<file path="src/rtl/ssp_pkg.sv">
// Shared types for the synchronous byte shifter.
// Assumes: included first in compile order.
package ssp_pkg;
    typedef enum logic [1:0] {
        ST_IDLE = 2'd0,   // nothing in flight, requests accepted
        ST_WAIT = 2'd1,   // request taken, waiting for machine-cycle boundary
        ST_RUN  = 2'd2    // bits being shifted
    } ssp_state_t;

    typedef enum logic {
        DIR_TX = 1'b0,
        DIR_RX = 1'b1
    } ssp_dir_t;
endpackage

</file>
<file path="src/rtl/ssp_cycle_timer.sv">
// Free-running machine-cycle phase counter.
// Counts 0..CYC_LEN-1 and wraps; cleared by reset so phase 0 lines up with
// the release of reset. Assumes CYC_LEN >= 2.
module ssp_cycle_timer #(
    parameter int CYC_LEN = 12,
    localparam int PH_W = $clog2(CYC_LEN)
) (
    input  logic            clk,
    input  logic            rst_n,
    output logic [PH_W-1:0] ph_o,
    output logic            ph_last_o
);
    assign ph_last_o = (ph_o == PH_W'(CYC_LEN - 1));

    // Advance the phase, wrapping at the end of the machine cycle.
    always_ff @(posedge clk) begin
        if (!rst_n)
            ph_o <= '0;
        else if (ph_last_o)
            ph_o <= '0;
        else
            ph_o <= ph_o + 1'b1;
    end

    AST_PHASE_WRAP: assert property (@(posedge clk) disable iff (!rst_n)
        ph_last_o |=> (ph_o == '0));
endmodule

</file>
<file path="src/rtl/ssp_seq_ctrl.sv">
// Transfer sequencer: accepts a request only when idle, waits for the next
// machine-cycle boundary, then counts NBITS bit slots. Makes the shift clock
// from the phase and issues the strobes the datapath needs.
// Assumes 0 < SCK_FALL < SCK_RISE < CYC_LEN.
module ssp_seq_ctrl
    import ssp_pkg::*;
#(
    parameter int CYC_LEN  = 12,
    parameter int NBITS    = 8,
    parameter int SCK_FALL = 4,
    parameter int SCK_RISE = 10,
    localparam int PH_W = $clog2(CYC_LEN),
    localparam int BC_W = (NBITS > 1) ? $clog2(NBITS) : 1
) (
    input  logic            clk,
    input  logic            rst_n,
    input  logic [PH_W-1:0] ph_i,
    input  logic            ph_last_i,
    input  logic            tx_load_i,
    input  logic            rx_start_i,
    output logic            accept_o,
    output ssp_dir_t        dir_o,
    output logic            run_o,
    output logic            bit_end_o,
    output logic            sample_en_o,
    output logic            xfer_end_o,
    output logic            sck_o
);
    localparam logic [BC_W-1:0] LAST_BIT = BC_W'(NBITS - 1);

    ssp_state_t      state_q;
    logic [BC_W-1:0] bitcnt_q;

    // Requests are taken only from idle; transmit wins a tie.
    assign accept_o    = (state_q == ST_IDLE) && (tx_load_i || rx_start_i);
    assign run_o       = (state_q == ST_RUN);
    assign bit_end_o   = run_o && ph_last_i;
    assign xfer_end_o  = bit_end_o && (bitcnt_q == LAST_BIT);
    assign sample_en_o = run_o && (ph_i == PH_W'(SCK_RISE - 1));
    assign sck_o       = !(run_o && (ph_i >= PH_W'(SCK_FALL)) && (ph_i < PH_W'(SCK_RISE)));

    // State, direction and bit-slot counter.
    always_ff @(posedge clk) begin
        if (!rst_n) begin
            state_q  <= ST_IDLE;
            bitcnt_q <= '0;
            dir_o    <= DIR_TX;
        end else begin
            case (state_q)
                ST_IDLE: begin
                    if (accept_o) begin
                        state_q <= ST_WAIT;
                        dir_o   <= tx_load_i ? DIR_TX : DIR_RX;
                    end
                end
                ST_WAIT: begin
                    if (ph_last_i) begin
                        state_q  <= ST_RUN;
                        bitcnt_q <= '0;
                    end
                end
                ST_RUN: begin
                    if (ph_last_i) begin
                        if (bitcnt_q == LAST_BIT)
                            state_q <= ST_IDLE;
                        else
                            bitcnt_q <= bitcnt_q + 1'b1;
                    end
                end
                default: state_q <= ST_IDLE;
            endcase
        end
    end

    AST_RUN_ON_BOUNDARY: assert property (@(posedge clk) disable iff (!rst_n)
        $rose(run_o) |-> (ph_i == '0));
    AST_SCK_RISE_PHASE: assert property (@(posedge clk) disable iff (!rst_n)
        ($rose(sck_o) && run_o) |-> (ph_i == PH_W'(SCK_RISE)));
    AST_BUSY_IGNORES_REQ: assert property (@(posedge clk) disable iff (!rst_n)
        ((state_q != ST_IDLE) && (tx_load_i || rx_start_i)) |=> $stable(dir_o));
endmodule

</file>
<file path="src/rtl/ssp_shift_dp.sv">
// Shift datapath: transmit register shifted right once per bit slot,
// receive register filled from the top at each sample strobe, the received
// byte register, and the two completion flags.
// Assumes strobes come from ssp_seq_ctrl and dir_i is steady during a transfer.
module ssp_shift_dp
    import ssp_pkg::*;
#(
    parameter int DATA_W = 8
) (
    input  logic              clk,
    input  logic              rst_n,
    input  logic              accept_i,
    input  logic [DATA_W-1:0] tx_byte_i,
    input  ssp_dir_t          dir_i,
    input  logic              run_i,
    input  logic              bit_end_i,
    input  logic              sample_en_i,
    input  logic              xfer_end_i,
    input  logic              sdi_i,
    output logic              sdo_o,
    output logic [DATA_W-1:0] rx_byte_o,
    output logic              tx_done_o,
    output logic              rx_done_o
);
    logic [DATA_W-1:0] tx_sr_q;
    logic [DATA_W-1:0] rx_sr_q;

    // Output is driven only while transmitting; otherwise the line idles high.
    assign sdo_o = (run_i && (dir_i == DIR_TX)) ? tx_sr_q[0] : 1'b1;

    // Transmit register: load on accept, move to the next bit at each slot end.
    always_ff @(posedge clk) begin
        if (!rst_n)
            tx_sr_q <= '1;
        else if (accept_i)
            tx_sr_q <= tx_byte_i;
        else if (bit_end_i)
            tx_sr_q <= {1'b1, tx_sr_q[DATA_W-1:1]};
    end

    // Receive register: take sdi at the shift clock rising edge, LSB arrives first.
    always_ff @(posedge clk) begin
        if (!rst_n)
            rx_sr_q <= '0;
        else if (sample_en_i && (dir_i == DIR_RX))
            rx_sr_q <= {sdi_i, rx_sr_q[DATA_W-1:1]};
    end

    // Received byte and completion flags.
    always_ff @(posedge clk) begin
        if (!rst_n) begin
            rx_byte_o <= '0;
            tx_done_o <= 1'b0;
            rx_done_o <= 1'b0;
        end else if (accept_i) begin
            tx_done_o <= 1'b0;
            rx_done_o <= 1'b0;
        end else if (xfer_end_i) begin
            if (dir_i == DIR_RX) begin
                rx_byte_o <= rx_sr_q;
                rx_done_o <= 1'b1;
            end else begin
                tx_done_o <= 1'b1;
            end
        end
    end

    AST_SDO_STEADY_IN_SLOT: assert property (@(posedge clk) disable iff (!rst_n)
        ($past(run_i) && run_i && !$past(bit_end_i)) |-> $stable(sdo_o));
    AST_DONE_EXCLUSIVE: assert property (@(posedge clk) disable iff (!rst_n)
        !(tx_done_o && rx_done_o));
    AST_RXBYTE_HOLD: assert property (@(posedge clk) disable iff (!rst_n)
        !(xfer_end_i && (dir_i == DIR_RX)) |=> $stable(rx_byte_o));
endmodule

</file>
<file path="src/rtl/sync_shift_port.sv">
// Top of the synchronous byte shifter. Connects the machine-cycle timer, the
// transfer sequencer and the shift datapath. One byte per request, half duplex.
// Assumes clk is the oscillator clock and the requests are synchronous to it.
module sync_shift_port
    import ssp_pkg::*;
#(
    parameter int DATA_W   = 8,
    parameter int CYC_LEN  = 12,
    parameter int SCK_FALL = 4,
    parameter int SCK_RISE = 10,
    localparam int PH_W = $clog2(CYC_LEN)
) (
    input  logic              clk,
    input  logic              rst_n,
    input  logic              tx_load,
    input  logic [DATA_W-1:0] tx_byte,
    input  logic              rx_start,
    input  logic              sdi,
    output logic              sck,
    output logic              sdo,
    output logic [DATA_W-1:0] rx_byte,
    output logic              tx_done,
    output logic              rx_done
);
    logic [PH_W-1:0] ph;
    logic            ph_last;
    logic            accept;
    ssp_dir_t        dir;
    logic            run;
    logic            bit_end;
    logic            sample_en;
    logic            xfer_end;

    ssp_cycle_timer #(.CYC_LEN(CYC_LEN)) timer_i (
        .clk       (clk),
        .rst_n     (rst_n),
        .ph_o      (ph),
        .ph_last_o (ph_last)
    );

    ssp_seq_ctrl #(
        .CYC_LEN  (CYC_LEN),
        .NBITS    (DATA_W),
        .SCK_FALL (SCK_FALL),
        .SCK_RISE (SCK_RISE)
    ) ctrl_i (
        .clk         (clk),
        .rst_n       (rst_n),
        .ph_i        (ph),
        .ph_last_i   (ph_last),
        .tx_load_i   (tx_load),
        .rx_start_i  (rx_start),
        .accept_o    (accept),
        .dir_o       (dir),
        .run_o       (run),
        .bit_end_o   (bit_end),
        .sample_en_o (sample_en),
        .xfer_end_o  (xfer_end),
        .sck_o       (sck)
    );

    ssp_shift_dp #(.DATA_W(DATA_W)) dp_i (
        .clk         (clk),
        .rst_n       (rst_n),
        .accept_i    (accept),
        .tx_byte_i   (tx_byte),
        .dir_i       (dir),
        .run_i       (run),
        .bit_end_i   (bit_end),
        .sample_en_i (sample_en),
        .xfer_end_i  (xfer_end),
        .sdi_i       (sdi),
        .sdo_o       (sdo),
        .rx_byte_o   (rx_byte),
        .tx_done_o   (tx_done),
        .rx_done_o   (rx_done)
    );
endmodule

</file>
<file path="config.mk">
export PLATFORM = sky130hd
export DESIGN_NAME = sync_shift_port
export DESIGN_NICKNAME = d
export VERILOG_FILES = /design/src/rtl/ssp_pkg.sv /design/src/rtl/ssp_cycle_timer.sv /design/src/rtl/ssp_seq_ctrl.sv /design/src/rtl/ssp_shift_dp.sv /design/src/rtl/sync_shift_port.sv
export SDC_FILE = /design/constraint.sdc
export NUM_CORES = 1
export LEC_CHECK = 0
export BUFFER_PORTS_ARGS = -buffer_cell sky130_fd_sc_hd__buf_2
export CORE_MARGIN = 2
export CORE_UTILIZATION = 55
export DETAILED_ROUTE_END_ITERATION = 8
export PLACE_DENSITY = 0.78
export SYNTH_ARGS = -nofsm -noshare
export SYNTH_HDL_FRONTEND = slang
export SYNTH_SLANG_ARGS = --single-unit
</file>
<file path="constraint.sdc">
create_clock -name clk -period 3 [get_ports clk]
set_clock_uncertainty 0.1 [all_clocks]
set_input_delay 0.6 -clock clk [delete_from_list [all_inputs] [get_ports clk]]
set_output_delay 0.6 -clock clk [all_outputs]
set_load 0.005 [all_outputs]
</file>
After elaboration in Yosys (flattened, before gate mapping)

Cells that the tools add are included.

Register bits: 36
Latch bits: 0
Bits in writable memories: 0
Bits in read-only memories: 0
Bits of input ports: 13
Word-level logic and storage cells: 60
Memories kept: 0

Add/sub/neg operators: 2
Multipliers: 0
Divide/modulo/power cells: 0
$lt $le $gt $ge: 2
Equality and inequality tests: 10
Shift-type cells: 0
Multiplexer cells: 13
Bitwise operators: 3
Reduce and logical (&&, ||, !) cells: 21

Operators with widths:

| kind                  | number |
|---|---|
| $mux W8               | 2 |
| $mux W3               | 3 |
| $eq A4 B4 Y1 const B  | 2 |
| $logic_and A1 B1 Y1   | 8 |
| $mux W2               | 4 |
| $reduce_and A4 Y1     | 2 |
| $ne A2 B2 Y1 const B  | 3 |
| $pmux W2 S3           | 1 |
| $pmux W3 S2           | 1 |
| $reduce_and A2 Y1     | 3 |
| $add A4 B1 Y4 const B | 1 |
| $ge A4 B3 Y1 const B  | 1 |
| $lt A4 B4 Y1 const B  | 1 |
| $ne A2 B1 Y1 const B  | 2 |
| $reduce_bool A2 Y1    | 2 |
| $reduce_or A2 Y1      | 2 |
| $add A3 B1 Y3 const B | 1 |
| $eq A3 B3 Y1 const B  | 1 |
| $not A1 Y1            | 3 |
| $reduce_and A3 Y1     | 1 |
| $eq A2 B1 Y1 const B  | 1 |
| $eq A2 B2 Y1 const B  | 1 |
| $logic_not A2 Y1      | 1 |
| $mux W1               | 2 |
| other kinds (2)       | 2 |

Logic depth before layout (Yosys ltp)

Word-level depth: 4
Gate-level depth with buffers: 6

By module

From an unflattened synthesis, not the netlist that was laid out.

Cell total of the unflattened synthesis: 170
Area total of the unflattened synthesis: 1667.8 sq um

Modules (own cells, without submodules):

| module          | instances | cells each | area each (sq um) |
|---|---|---|---|
| ssp_shift_dp    | 1         | 118        | 1173.6 |
| ssp_seq_ctrl    | 1         | 34         | 319.1 |
| ssp_cycle_timer | 1         | 18         | 175.2 |

Least setup slack after synthesis

OpenSTA, ideal clock, no wires.

Path kind: input to register
Start point: in tx_load
End point: reg dp_i.tx_sr_q[7]
Setup time: 0.137 ns
Data arrival time: 1.299 ns
Required time: 2.763 ns
Slack: 1.464 ns
Cell stages on the path: 4
Buffers on the path: 1
Cell sequence: o21ai_0 > clkbuf_1 > nor3b_1 > o21ai_0

Word-level cells in the longest chain between the ends: 3
Elaborated cells on any way between the ends: 4
Classes of those cells: 1 x mux; 3 x reduce/logical

Ends and longest elaborated chain:

| what                                                 | line                  | RTL |
|---|---|---|
| start: declaration                                   | sync_shift_port.sv:15 | `input logic tx_load,` |
| $logic_or A1 B1 Y1 (*)                               | ssp_seq_ctrl.sv:35    | `assign accept_o = (state_q == ST_IDLE) && (tx_load_i \|\| rx_start_i);` |
| $logic_and A1 B1 Y1 (*)                              | ssp_seq_ctrl.sv:35    |  |
| $mux W8 / $reduce_bool A2 Y1 (equally long branches) | --                    |  |
| end signal: assignment                               | ssp_shift_dp.sv:36    | `tx_sr_q <= tx_byte_i;` |
| end signal: assignment                               | ssp_shift_dp.sv:38    | `tx_sr_q <= {1'b1, tx_sr_q[DATA_W-1:1]};` |
| end: declaration                                     | ssp_shift_dp.sv:25    | `logic [DATA_W-1:0] tx_sr_q;` |

Mark *: on every way between the ends. The rest lies on a longest branch, timed or not.
A chain may end at the register's enable or synchronous reset.

Worst setup path after layout

Start point: reg timer_i.ph_o[3]
End point: out sck

Word-level cells in the longest chain between the ends: 4
Elaborated cells on any way between the ends: 5
Classes of those cells: 2 x order compare; 3 x reduce/logical

Ends and longest elaborated chain:

| what                     | line                  | RTL |
|---|---|---|
| start: declaration       | ssp_cycle_timer.sv:10 | `output logic [PH_W-1:0] ph_o,` |
| start signal: assignment | ssp_cycle_timer.sv:22 | `ph_o <= ph_o + 1'b1;` |
| $ge A4 B3 Y1             | ssp_seq_ctrl.sv:40    | `assign sck_o = !(run_o && (ph_i >= PH_W'(SCK_FALL)) && (ph_i < PH_W'(SCK_RISE)));` |
| $logic_and A1 B1 Y1      | ssp_seq_ctrl.sv:40    |  |
| $logic_and A1 B1 Y1 (*)  | ssp_seq_ctrl.sv:40    |  |
| $logic_not A1 Y1 (*)     | ssp_seq_ctrl.sv:40    |  |
| end: declaration         | sync_shift_port.sv:19 | `output logic sck,` |

Marks and branches as above.

==> metrics.md <==
| Metric | Value |
|---|---|
| Final core utilization | 0.6376 |
| Critical Path RT | about 2.3 ns |
| Num CTS Buffers | 5 |
| Reg clk slew, reported paths | roughly 0.10 ns |
| DRC violations left | 0 |
| Drt total wl | slightly below 3000 µm |
| RSZ-0062 raised after global routing | no |
| Area of the core | 2686 µm² |
| CP top delay family | flip-flops |
| Layout cells sized above 1 | 0.2040 |
| Max_cap viols | 0 |
| Fin. max-slew vios | 0 |
| Final ANT Viol Nets | 0 |
| CTS Sinks | 36 |
| Crit end category | output port |
| Leading area contributor after synthesis | dfxtp_1 |
| Die area | ~3200 µm² |
| Worst Tran Pin Value | 0.5138 ns |
| Design area | around 1700 µm² |
| Initial Utilization | 0.5622 |
| Ys async rst share | 0 |
| CTS tree | yes |
| Longest Clk Path Bufs | 2 |
| EDFF count, synth | 0 |
| Worst Path Arrival | approximately 1.3 ns |
| PortBufs | 24 |
| Syn_nets | 190 |
| DRT iter0 DRCs | between 40 and 50 |
| Largest family of logic cells by synthesized area | simple AND/OR/NAND/NOR gates |
| CTS Root Cell | clkbuf_4 |
| Post-Synth Adder-Cell Area | 0.03314 |
| # hold bufs at CTS | 0 |
| Peak supply drop | ~0.36 mV |
| Period minus WS final | approximately 2 ns |
| First-pass GRT wire length | roughly 5000 µm |
| Vias | ~1300 |
| # IOs | 25 |
| XOR/XNOR share of the synthesized area | 0.005800 |
| Worst rel slew slack | 0.6563 |
| Die height | ~56 µm |
| Largest net degree at the start of global routing | 27 |
| N_diodes | 0 |
| Total GRT Usage | 0.2068 |
| Number of global-route vias before repair | roughly 1300 |
| Skew-Pair Late Insertion Delay | about 0.34 ns |
| Post-place setup slack | 1.233 ns |
| CTS resizes | 0 |
| Synth Area in Simple Gates | 0.2825 |
| Post-Syn Area | between 1500 and 2000 µm² |
| Leak Pwr | about 0.71 nW |
| Mapped Cells | roughly 170 |
| Post-synthesis mux area share | 0.05965 |
| Syn_area_per_cell | 8.729 µm² |
| Worst-path cell chain | nand2b_4 > o21ai_0 > nand2_1 > buf_2 |
| Complex-gate fraction of the synthesized area | 0.1110 |
| Die Width | 56.40 µm |
| Power Density | roughly 480 nW/µm² |
| Yosys reg bits | 36 |
| Synth top cells by count | 36 x dfxtp_1, 31 x nand2_1, 20 x nor2_1, 9 x mux2i_1, 9 x nand3_1 |
| First-pass DRT Iterations | 4 |
| Outcome | complete, no violations |
| Placement Cell Area | 1657 µm² |
| Overall Power | roughly 0.82 mW |
| Routed len/inst | around 13 µm |
| Multi-input logic area | 743.2 µm² |
| Area grow syn2layout | 13.42% |
| CP peak stage delay | approximately 0.47 ns |
| Site Rows | 19 |
| Setup WS post-layout | just under 1 ns |
| Setup TNS | 0 ns |
| Most used DFF post-synth | dfxtp_1 |
| Seq/Total Area, Yosys | 0.4772 |
| CP max-delay cell | dfxtp_1 |
| Count leader, synth | dfxtp_1 |
| Post-CTS setup buffer count | 0 |
| Final period utilization | 0.6687 |
| CP bufs+invs | 1 |
| YS warnings | 0 |
| FMAX | around 500 MHz |
| Initial antenna violation count | 0 |
| Setup violations, final | 0 |
| Startpoint Class | flip-flop |
| Synth cell types | 32 |
| Register area | roughly 720 µm² |
| Fin. Hold Viols | 0 |
| HPWL Detailed | 2203 µm |
| H-tree levels | 2 |
| Gpl congestion | ~0.83 |
| Fillers | roughly 250 |
| Vias per cell | 5.461 |
| Worst hold path type | primary input to flip-flop |
| Crit path kind | flip-flop to output port |
| Nets | 217 |
| Remaining Overflow, GRT | 0 |
| Synth area leaders | dfxtp_1 48%, nand2_1 7.7%, mux2i_1 6.0%, nor2_1 5.0%, ha_1 3.3% |
| CP max FO | 6 |
| Post-synth top area share | 0.4772 |
-- sequential cells by signal, indices dropped and copies added, names as in the netlist, 2 cells and up --
register	flops
ctrl_i.bitcnt_q	3
dp_i.tx_sr_q	8
timer_i.ph_o	4
ctrl_i.state_q	2
dp_i.rx_sr_q	8
dp_i.rx_byte_o	8
-- power by group --
part | total (mW) | internal, mW | switching [mW]
clock network | 0.253 | 0.0899 | 0.163
registers | 0.504 | 0.492 | 0.0118
logic | 0.0614 | 0.0273 | 0.0341
-- cell families (layout without fill, tap and decap cells) --
logic type | Yosys count | count (layout)
AND/OR/NAND/NOR | 84 | 84
flip-flops | 36 | 36
AO/OA/AOI/OAI | 29 | 29
buffers and inverters | 10 | 38
multiplexers | 9 | 9
adder cells (fa/ha/maj) | 4 | 4
XOR/XNOR | 1 | 1
-- final cells by class --
type,count,area share
timing repair buffer,27,0.08327
tap,31,0.02264
clock inverter,3,0.01096
clock buffer,5,0.02191
inverter,3,0.006574
multi-input combinational,127,0.4339
sequential,36,0.4207
-- cells in the final DEF, fill, tap and decap left out, drive strengths merged, types with 2 or more instances in the layout --
master and n:
nor2 21, nand2b 5, clkinv 4, mux2i 9, ha 4, a21oi 3
o21ai 12, nor3b 2, clkbuf 5, nand2 31, or3 2, nand3 9
a31oi 7, nor3 8, buf 27, inv 2, o22ai 3, dfxtp 36
and2 2, o21a 2
-- stage by stage --
stage | hold slack, ns | std cells
2_1_floorplan | 0.3333 | 173
3_5_place_dp | 0.3380 | 224
4_1_cts | 0.3312 | 232
5_1_grt | 0.3416 | 232
6_report | 0.3446 | 232
3_3_place_gp | 0.3327 | 224
-- routing by layer --
metal | wire length (µm) | global-route usage | vias to the layer above | share of wire
li1 | - | - | 645 | -
met1 | 1306 | 0.2157 | 594 | 0.44
met2 | 1473 | 0.3748 | 23 | 0.50
met3 | 135 | 0.06682 | 5 | 0.046
met4 | 41 | 0.09184 | 0 | 0.014
met5 | 0 | 0 | - | 0
-- path summary, 6_finish.rpt --
path,slack (ns),endpoint,cells past startpoint,start
worst max-delay path,0.99,sck,4,timer_i.ph_o[3]$_SDFF_PP0_
worst max register to register,1.34,dp_i.tx_done_o$_SDFFE_PP0P_,5,timer_i.ph_o[1]$_SDFF_PP0_
worst min-delay path,0.34,ctrl_i.dir_o$_SDFFE_PN0P_,2,tx_load
worst min register to register,0.36,dp_i.rx_byte_o[5]$_SDFFE_PN0P_,2,dp_i.rx_byte_o[5]$_SDFFE_PN0P_
(Power assumes the default switching activity.)
